$ cat config.mk
export PLATFORM = sky130hd
export DESIGN_NAME = loaduse_stall_top
export DESIGN_NICKNAME = d
export VERILOG_FILES = /design/src/rtl/lu_pkg.sv /design/src/rtl/lu_datapath.sv /design/src/rtl/lu_hazard_ctrl.sv /design/src/rtl/loaduse_stall_top.sv
export SDC_FILE = /design/constraint.sdc
export NUM_CORES = 1
export LEC_CHECK = 0
export ABC_CLOCK_PERIOD_IN_PS = 2800
export BUFFER_PORTS_ARGS = -buffer_cell sky130_fd_sc_hd__buf_2
export CAP_MARGIN = 0
export CELL_PAD_IN_SITES_DETAIL_PLACEMENT = 1
export CELL_PAD_IN_SITES_GLOBAL_PLACEMENT = 1
export CORE_MARGIN = 8
export CORE_UTILIZATION = 33
export DETAILED_ROUTE_END_ITERATION = 10
export GPL_TIMING_DRIVEN = 0
export PLACE_DENSITY_LB_ADDON = 0.1
export SETUP_SLACK_MARGIN = 0.05
export SYNTH_ARGS = -nofsm -noshare
export SYNTH_HDL_FRONTEND = slang
export SYNTH_HIERARCHICAL = 1
export SYNTH_SLANG_ARGS = --single-unit
$ cat constraint.sdc
create_clock -name clk -period 2.8 [get_ports clk]
set_input_delay 0.28 -clock clk [delete_from_list [all_inputs] [get_ports clk]]
set_output_delay 0.28 -clock clk [all_outputs]
set_load 0.005 [all_outputs]
$ cat src/rtl/lu_pkg.sv
package lu_pkg;

  localparam int INSTR_W = 32;
  localparam int REG_W   = 5;
  localparam int OPC_W   = 6;
  localparam int NUM_SRC = 2;

  localparam logic [OPC_W-1:0] OPC_RTYPE = 6'd0;
  localparam logic [OPC_W-1:0] OPC_LOAD  = 6'd35;
  localparam logic [OPC_W-1:0] OPC_STORE = 6'd43;
  localparam logic [OPC_W-1:0] OPC_BEQ   = 6'd4;

  typedef struct packed {
    logic       regDst;
    logic [1:0] aluOp;
    logic       aluSrc;
    logic       branch;
    logic       memRead;
    logic       memWrite;
    logic       regWrite;
    logic       memToReg;
  } exCtrl_t;

  localparam int CTRL_W = $bits(exCtrl_t);

  typedef struct packed {
    logic pcWrEn;
    logic irWrEn;
    logic bubbleSel;
  } hazStrobe_t;

  function automatic exCtrl_t decodeCtrl(input logic [OPC_W-1:0] opc);
    exCtrl_t c;
    c = '0;
    unique case (opc)
      OPC_RTYPE: begin
        c.regDst = 1'b1; c.aluOp = 2'b10; c.regWrite = 1'b1;
      end
      OPC_LOAD: begin
        c.aluSrc = 1'b1; c.memRead = 1'b1; c.regWrite = 1'b1; c.memToReg = 1'b1;
      end
      OPC_STORE: begin
        c.aluSrc = 1'b1; c.memWrite = 1'b1;
      end
      OPC_BEQ: begin
        c.aluOp = 2'b01; c.branch = 1'b1;
      end
      default: c = '0;
    endcase
    return c;
  endfunction

endpackage

$ cat src/rtl/lu_datapath.sv
module lu_datapath
  import lu_pkg::*;
#(
  parameter int          PC_W     = 32,
  parameter int unsigned PC_STEP  = 4,
  parameter int unsigned RESET_PC = 0
) (
  input  logic                clk,
  input  logic                rstN,
  input  hazStrobe_t          strobe,
  input  logic [INSTR_W-1:0]  fetchInstr,
  output logic [PC_W-1:0]     pcQ,
  output logic [INSTR_W-1:0]  decInstr,
  output exCtrl_t             exCtrl,
  output logic [REG_W-1:0]    exRt,
  output logic [REG_W-1:0]    decRs,
  output logic [REG_W-1:0]    decRt
);

  localparam int OPC_LSB = INSTR_W - OPC_W;
  localparam int RS_LSB  = OPC_LSB - REG_W;
  localparam int RT_LSB  = RS_LSB - REG_W;
  localparam logic [PC_W-1:0] STEP_V  = PC_W'(PC_STEP);
  localparam logic [PC_W-1:0] RESET_V = PC_W'(RESET_PC);

  exCtrl_t idCtrl;

  assign decRs = decInstr[RS_LSB +: REG_W];
  assign decRt = decInstr[RT_LSB +: REG_W];

  always_comb idCtrl = decodeCtrl(decInstr[OPC_LSB +: OPC_W]);

  // program counter
  always_ff @(posedge clk or negedge rstN) begin
    if (!rstN)               pcQ <= RESET_V;
    else if (strobe.pcWrEn)  pcQ <= pcQ + STEP_V;
  end

  // fetch-to-decode register
  always_ff @(posedge clk or negedge rstN) begin
    if (!rstN)               decInstr <= '0;
    else if (strobe.irWrEn)  decInstr <= fetchInstr;
  end

  // decode-to-execute control word and destination field
  always_ff @(posedge clk or negedge rstN) begin
    if (!rstN) begin
      exCtrl <= '0;
      exRt   <= '0;
    end else begin
      exCtrl <= strobe.bubbleSel ? exCtrl_t'('0) : idCtrl;
      exRt   <= decRt;
    end
  end

  a_r2_pc_hold: assert property (@(posedge clk) disable iff (!rstN)
    !strobe.pcWrEn |=> pcQ == $past(pcQ));

  a_r4_bubble_zero: assert property (@(posedge clk) disable iff (!rstN)
    strobe.bubbleSel |=> exCtrl == '0);

endmodule

$ cat src/rtl/lu_hazard_ctrl.sv
module lu_hazard_ctrl
  import lu_pkg::*;
(
  input  logic             clk,
  input  logic             rstN,
  input  logic             exMemRead,
  input  logic [REG_W-1:0] exRt,
  input  logic [REG_W-1:0] decSrc [NUM_SRC],
  output hazStrobe_t       strobe,
  output logic             stall
);

  logic [NUM_SRC-1:0] srcHit;

  for (genvar i = 0; i < NUM_SRC; i++) begin : g_src
    assign srcHit[i] = (decSrc[i] == exRt);
  end

  assign stall = exMemRead && (exRt != '0) && (|srcHit);

  always_comb begin
    strobe.pcWrEn    = !stall;
    strobe.irWrEn    = !stall;
    strobe.bubbleSel = stall;
  end

  a_r5_no_zero_stall: assert property (@(posedge clk) disable iff (!rstN)
    stall |-> exRt != '0);

  a_r1_needs_load: assert property (@(posedge clk) disable iff (!rstN)
    stall |-> exMemRead);

endmodule

$ cat src/rtl/loaduse_stall_top.sv
module loaduse_stall_top
  import lu_pkg::*;
#(
  parameter int          PC_W     = 32,
  parameter int unsigned PC_STEP  = 4,
  parameter int unsigned RESET_PC = 0
) (
  input  logic               clk,
  input  logic               rstN,
  input  logic [31:0]        fetchInstr,
  output logic [PC_W-1:0]    pcQ,
  output logic [31:0]        decInstr,
  output logic [8:0]         exCtrl,
  output logic [4:0]         exRt,
  output logic               pcWrEn,
  output logic               irWrEn,
  output logic               bubbleSel,
  output logic               stall
);

  hazStrobe_t       strobe;
  exCtrl_t          exCtrlS;
  logic [REG_W-1:0] decRs;
  logic [REG_W-1:0] decRt;
  logic [REG_W-1:0] decSrc [NUM_SRC];

  assign decSrc[0] = decRs;
  assign decSrc[1] = decRt;

  lu_datapath #(
    .PC_W(PC_W), .PC_STEP(PC_STEP), .RESET_PC(RESET_PC)
  ) u_dp (
    .clk(clk), .rstN(rstN), .strobe(strobe), .fetchInstr(fetchInstr),
    .pcQ(pcQ), .decInstr(decInstr), .exCtrl(exCtrlS), .exRt(exRt),
    .decRs(decRs), .decRt(decRt)
  );

  lu_hazard_ctrl u_ctrl (
    .clk(clk), .rstN(rstN), .exMemRead(exCtrlS.memRead), .exRt(exRt),
    .decSrc(decSrc), .strobe(strobe), .stall(stall)
  );

  assign exCtrl    = exCtrlS;
  assign pcWrEn    = strobe.pcWrEn;
  assign irWrEn    = strobe.irWrEn;
  assign bubbleSel = strobe.bubbleSel;

  a_r6_single_cycle: assert property (@(posedge clk) disable iff (!rstN)
    stall |=> !stall);

  a_r3_decode_hold: assert property (@(posedge clk) disable iff (!rstN)
    !irWrEn |=> $stable(decInstr));

endmodule

==> results of run 1 <==
[kinds of logic (layout without fill, tap and decap cells)]
logic type	count (synthesis)	count (layout)
other	1	3
buffers and inverters	25	161
adder cells (fa/ha/maj)	1	1
AO/OA/AOI/OAI	5	5
AND/OR/NAND/NOR	72	72
flip-flops	74	74
multiplexers	32	32
XOR/XNOR	39	39
[power by group]
group | internal [mW] | total [mW] | switching (mW)
combinational | 0.188 | 0.345 | 0.157
sequential | 1.15 | 1.23 | 0.0833
clock | 0.547 | 0.923 | 0.376
[synth_stat cells (all sizes together), types with 2 or more instances]
cell type,count
nand3,12
xor2,11
nand4,8
inv,4
nor2,10
clkbuf,4
o22ai,2
nor4,5
nand2,18
xnor2,28
dfrtp,74
and3,5
mux2,32
nor3,9
buf,17
or4,2
[state kept, by name (all words and copies together) (netlist names)]
| signal | count |
|---|---|
| u_dp/exRt | 5 |
| u_dp/pcQ | 30 |
| u_dp/exCtrl | 7 |
| u_dp/decInstr | 32 |
[worst paths after layout]
kind	slack, ns	to	depth (start not counted)
max	0.13	u_dp/pcQ[29]$_DFFE_PN0P_	9
min	0.16	u_dp/decInstr[28]$_DFFE_PN0P_	3
max reg2reg	0.13	u_dp/pcQ[29]$_DFFE_PN0P_	9
min reg2reg	0.42	u_dp/exRt[4]$_DFF_PN0_	0
max in group asynchronous	1.78	u_dp/decInstr[10]$_DFFE_PN0P_	3
min in group asynchronous	0.45	u_dp/pcQ[6]$_DFFE_PN0P_	2
[critical path: stages, from the launching register on]
cell      delay, ns
dfrtp_2        0.44
or4_4          0.54
o211ai_1       0.18
buf_4          0.16
buf_6          0.12
nand4_1        0.16
or4_4          0.45
buf_6          0.16
nor4_4         0.21
xor2_1         0.17
[timing repair]
action / in CTS / in global routing
hold buffers: 1 / 0
pin swaps: 1 / 5
endpoints found under the setup margin: 16 / 31
cloned: 0 / 0
setup buffers: 1 / 5
endpoints found under the hold margin: 33 / 0
resized for setup: 2 / 7
[placed cells by master, fill, tap and decap left out, types with 2 or more instances in the layout]
master,n
inv_1,4
buf_4,22
nand3_1,11
xor2_1,11
nor3_1,2
clkbuf_1,5
bufinv_16,2
nor4_4,2
buf_6,2
buf_2,112
dfrtp_1,72
nor2_1,10
or4_4,2
and3_1,5
nor3_2,6
nand2_1,18
clkbuf_8,11
nand4_1,7
conb_1,2
mux2_2,32
nor4_1,3
dfrtp_2,2
o22ai_1,2
xnor2_1,28
[per-layer routing]
layer / up-vias / share of wire [%] / global-route usage (%)
met5: - / 0.15 / 0
met2: 72 / 49 / 21.9
met1: 1141 / 41 / 14.2
met4: 2 / 2.0 / 7.36
li1: 1104 / - / -
met3: 13 / 7.6 / 5.12
[cell type report]
class                      instances  area, um2
fill                            1086       5340
sequential                        74       1850
multi-input combinational        151       1210
timing repair buffer             121        643
tap                              133        166
clock buffer                      13        159
buffer                            21        151
clock inverter                     2       60.1
inverter                           4       15.0
antenna                            1       2.50
==> flow_summary_export.csv, run 1 <==
group,metric,value,unit
outcome,status,"finished clean",
yosys,synth.area.mux_share,11.3,%
yosys,synth_edf_count,0,
floorplan,start_util,33.2,%
clock_tree,cts_sinks,74,
clock_tree,insertion_delay,0.34,ns
routing,ant_nets,0,
yosys,synth_warnings,6,
worst_setup_path,crit_start,"u_dp/exRt[0]$_DFF_PN0_",
yosys,ys_seq_area_share,58.1,%
yosys,syn-mean-instance-area,12.8,um2
clock_tree,tritoncts,"done",
power_and_ir_drop,pwr_density_cell,587,mW/mm2
worst_hold_path,hold_path_class,"in2reg",
floorplan,die_h,114,um
worst_setup_path,cp_max_fo,9,
worst_setup_path,worstPathRequired,3.07,ns
cells_and_area,nets,417,
timing,fin_crit_sh,95.2,%
timing,hold_ws,0.155,ns
placement,pre_cts_ws,-0.0826,ns
global_route,track_usage,13.2,%
yosys,synthAdderAreaFrac,0.392,%
timing,worst_pin_slew,0.551,ns
worst_setup_path,path_class,"reg2reg",
yosys,synth_area_leaders,"dfrtp_1 58%, mux2_2 11%, xnor2_1 7.7%",
placement,dp_hpwl,6.12,mm
timing,slew_headroom,63.1,%
cells_and_area,final_area,0.00426,mm2
worst_hold_path,min_from,"fetchInstr[28]",
global_route,grt_pass1_wl,13.4,mm
yosys,syn_area,0.00319,mm2
yosys,synth-xor-area-share,10.7,%
power_and_ir_drop,ir_drop,0.302,mV
timing,maxSlewViolCount,0,
clock_tree,clockBufferDepth,2,
yosys,synth_top_area_cell,"dfrtp_1",
routing,viasPerCell,4.48,
yosys,yosys.area_share.simple,13.3,%
flow_run,max_cap_violations,0,
placement,dp_cells,497,
clock_tree,ctsHtreeMaxLevel,3,
yosys,ys_types,29,
power_and_ir_drop,power.total,2.50,mW
global_route,grt_max_degree,42,
yosys,async_reset_ff_share,100,%
routing,via_count,2332,
worst_setup_path,r2r-start,"u_dp/exRt[0]$_DFF_PN0_",
cells_and_area,drive_above_1_share,51.3,%
worst_setup_path,critPathLaunchType,"register",
routing,drt_pre_antenna_iters,3,
clock_tree,cts_root_buffer,"clkbuf_8",
yosys,syn_inst,249,
timing,rsz0062_at_grt,"no",
routing,drt-initial-drc-count,55,
worst_setup_path,cp-end-kind,"register",
yosys,synth_compound_area_share,1.10,%
timing,finalSetupViolations,0,
worst_setup_path,cp.arrival,2.93,ns
global_route,gr-total-overflow,0,
routing,routed_wl,8.03,mm
cells_and_area,postLayoutCoreUtil,44.4,%
yosys,synth_top_family_by_area,"simple AND/OR/NAND/NOR gates",
timing,fmax,375,MHz
floorplan,die_area,0.0131,mm2
power_and_ir_drop,leakagePower,2.15,nW
timing,fin_skew,0.00399,ns
global_route,grt_pass1_vias,2620,
floorplan,die_width,114,um
cells_and_area,area_growth,33.5,%
placement,portBuffers,113,
global_route,antenna_found_initial,1,
timing,fin_tns_setup,0,ns
timing,timing.final.crit_period,2.67,ns
floorplan,io_pins,116,
routing,wire_per_inst,15.4,um
clock_tree,clk_pin_slew_worst_paths,0.07,ns
yosys,synth_flop_cell,"dfrtp_1",
timing,setup_ws,0.135,ns
yosys,synth_top_area_share,58.1,%
routing,drc,0,
floorplan,fp-row-count,36,
placement,place_congestion,0.694,
placement,place_area,0.00395,mm2
clock_tree,numCtsBuffers,9,
cells_and_area,instances_no_fill,520,
timing,hold_viol,0,
yosys,ys_seq_elements,74,
floorplan,core-area,0.00959,mm2
Power figures use the tool's default switching activity.
==> run 2, diff against run 1 <==
--- a/config.mk
+++ b/config.mk
@@ -8,13 +8,10 @@
 export ABC_CLOCK_PERIOD_IN_PS = 2800
 export BUFFER_PORTS_ARGS = -buffer_cell sky130_fd_sc_hd__buf_2
 export CAP_MARGIN = 0
-export CELL_PAD_IN_SITES_DETAIL_PLACEMENT = 1
-export CELL_PAD_IN_SITES_GLOBAL_PLACEMENT = 1
 export CORE_MARGIN = 8
 export CORE_UTILIZATION = 33
 export DETAILED_ROUTE_END_ITERATION = 10
 export GPL_TIMING_DRIVEN = 0
-export PLACE_DENSITY_LB_ADDON = 0.1
 export SETUP_SLACK_MARGIN = 0.05
 export SYNTH_ARGS = -nofsm -noshare
 export SYNTH_HDL_FRONTEND = slang
==> flow_summary_export.csv, run 2 (synthesis gave the netlist of run 1 again) <==
group,metric,value,unit
routing,routed_wl,7.62,mm
routing,ant_nets,0,
worst_setup_path,critPathLaunchType,"register",
timing,fmax,375,MHz
floorplan,die_h,114,um
global_route,grt_pass1_wl,12.4,mm
cells_and_area,largest-register,"u_dp/decInstr",
timing,worst_pin_slew,0.559,ns
timing,hold_viol,0,
cells_and_area,drive_above_1_share,51.8,%
worst_setup_path,cp-end-kind,"register",
cells_and_area,area_growth,32.5,%
floorplan,core-area,0.00959,mm2
worst_setup_path,path_class,"reg2reg",
placement,place_area,0.00395,mm2
routing,drt-initial-drc-count,38,
placement,dp_hpwl,5.81,mm
global_route,grt_pass1_vias,2499,
cells_and_area,layout_commonest_cell,"buf_2",
floorplan,die_width,114,um
cells_and_area,final_cell_mix,"112 x buf_2, 72 x dfrtp_1, 32 x mux2_2",
timing,rsz0062_at_grt,"yes",
routing,drt_pre_antenna_iters,4,
timing,fin_skew,0.0180,ns
routing,viasPerCell,4.43,
cells_and_area,diodes,0,
power_and_ir_drop,ir_drop,0.275,mV
worst_setup_path,cp.arrival,2.93,ns
routing,drc,0,
floorplan,start_util,33.2,%
worst_hold_path,hold_path_class,"in2reg",
worst_hold_path,hold_depth,2,
cells_and_area,postLayoutCoreUtil,44.1,%
clock_tree,clockBufferDepth,2,
power_and_ir_drop,power.total,2.39,mW
cells_and_area,final_area,0.00423,mm2
timing,timing.final.crit_period,2.67,ns
clock_tree,cts_sinks,74,
clock_tree,numCtsBuffers,9,
placement,place_congestion,0.714,
cells_and_area,n_fill_cell,958,
clock_tree,insertion_delay,0.34,ns
timing,finalSetupViolations,0,
floorplan,fp-row-count,36,
placement,portBuffers,113,
timing,maxSlewViolCount,0,
clock_tree,tritoncts,"done",
cells_and_area,nets,419,
clock_tree,clk_pin_slew_worst_paths,0.09,ns
timing,fin_tns_setup,0,ns
timing,slew_headroom,62.4,%
power_and_ir_drop,pwr_density_cell,565,mW/mm2
cells_and_area,reg_top3,"u_dp/decInstr x32, u_dp/pcQ x30, u_dp/exCtrl x7",
routing,via_count,2308,
routing,wire_per_inst,14.6,um
timing,fin_crit_sh,95.4,%
worst_setup_path,worstPathRequired,3.06,ns
floorplan,io_pins,116,
worst_setup_path,cp_max_fo,9,
clock_tree,cts_root_buffer,"clkbuf_8",
clock_tree,ctsHtreeMaxLevel,3,
outcome,status,"finished clean",
power_and_ir_drop,leakagePower,2.13,nW
global_route,track_usage,12.0,%
global_route,antenna_found_initial,0,
global_route,grt_max_degree,43,
worst_setup_path,ff2ff_path_depth,8,
flow_run,max_cap_violations,0,
cells_and_area,largest_register_ffs,32,
global_route,gr-total-overflow,0,
floorplan,die_area,0.0131,mm2
## run 2: cell types whose count changed in the layout (fill, tap and decap cells not counted), moves of 2 or more
cell and delta:
clkinv_2 +2, clkbuf_1 -2, clkinvlp_4 +2, buf_4 +3
## run 2: critical path, stage by stage (launching register included)
cell,delay (ns)
dfrtp_2,0.43
or4_4,0.54
o211ai_1,0.27
buf_4,0.20
nand4_1,0.16
or4_4,0.45
buf_6,0.16
nor3_1,0.22
xor2_1,0.16
## run 2: final cells by class
class / instances / area [um2] / area share (%)
plain buffers: 21 / 148 / 3.49
clock buffers: 10 / 138 / 3.26
clock inverters: 5 / 55.1 / 1.30
inverters: 4 / 15.0 / 0.355
multi-input cells: 151 / 1190 / 28.2
flip-flops and latches: 74 / 1850 / 43.9
well taps: 133 / 166 / 3.94
repair buffers: 123 / 658 / 15.6
## run 2: path summary, 6_finish.rpt
kind	from	to	slack, ns
worst max-delay path	u_dp/exRt[0]$_DFF_PN0_	u_dp/pcQ[27]$_DFFE_PN0P_	0.13
worst min-delay path	fetchInstr[23]	u_dp/decInstr[23]$_DFFE_PN0P_	0.16
worst max register to register	u_dp/exRt[0]$_DFF_PN0_	u_dp/pcQ[27]$_DFFE_PN0P_	0.13
worst min register to register	u_dp/decInstr[16]$_DFFE_PN0P_	u_dp/exRt[0]$_DFF_PN0_	0.43
max in group asynchronous	rstN	u_dp/exCtrl[5]$_DFF_PN0_	1.80
min in group asynchronous	rstN	u_dp/decInstr[22]$_DFFE_PN0P_	0.42
## run 2: per-layer routing
layer / GRT usage (%) / share of wire (%) / wire length, um / up-vias
met5: 0 / 0 / 0 / -
met4: 4.53 / 0.45 / 34 / 0
met3: 5.85 / 9.4 / 715 / 2
met2: 19.1 / 48 / 3690 / 76
met1: 13.6 / 42 / 3180 / 1121
li1: - / - / - / 1109
## run 2: repair_timing
| item | 4_1_cts | 5_1_grt |
|---|---|---|
| setup buffers | 0 | 8 |
| pin swaps | 0 | 3 |
| setup endpoints to repair | 1 | 24 |
| hold buffers | 1 | 0 |
| gates cloned | 0 | 0 |
| resized for setup | 1 | 5 |
| endpoints found under the hold margin | 32 | 0 |
## run 2: power breakdown
| part | switching (mW) | internal [mW] | total, mW |
|---|---|---|---|
| clock | 0.387 | 0.428 | 0.815 |
| combinational | 0.156 | 0.182 | 0.338 |
| sequential | 0.0854 | 1.15 | 1.23 |
## run 2: metrics by stage
step	hold slack, ns	setup WS, ns	instances
after detailed placement	0.254	0.0154	497
after floorplan	-0.0156	0.249	250
final	0.163	0.130	521
after global placement	0.399	-0.00633	496
after CTS	0.143	0.0468	513
after global routing	0.142	0.00219	521
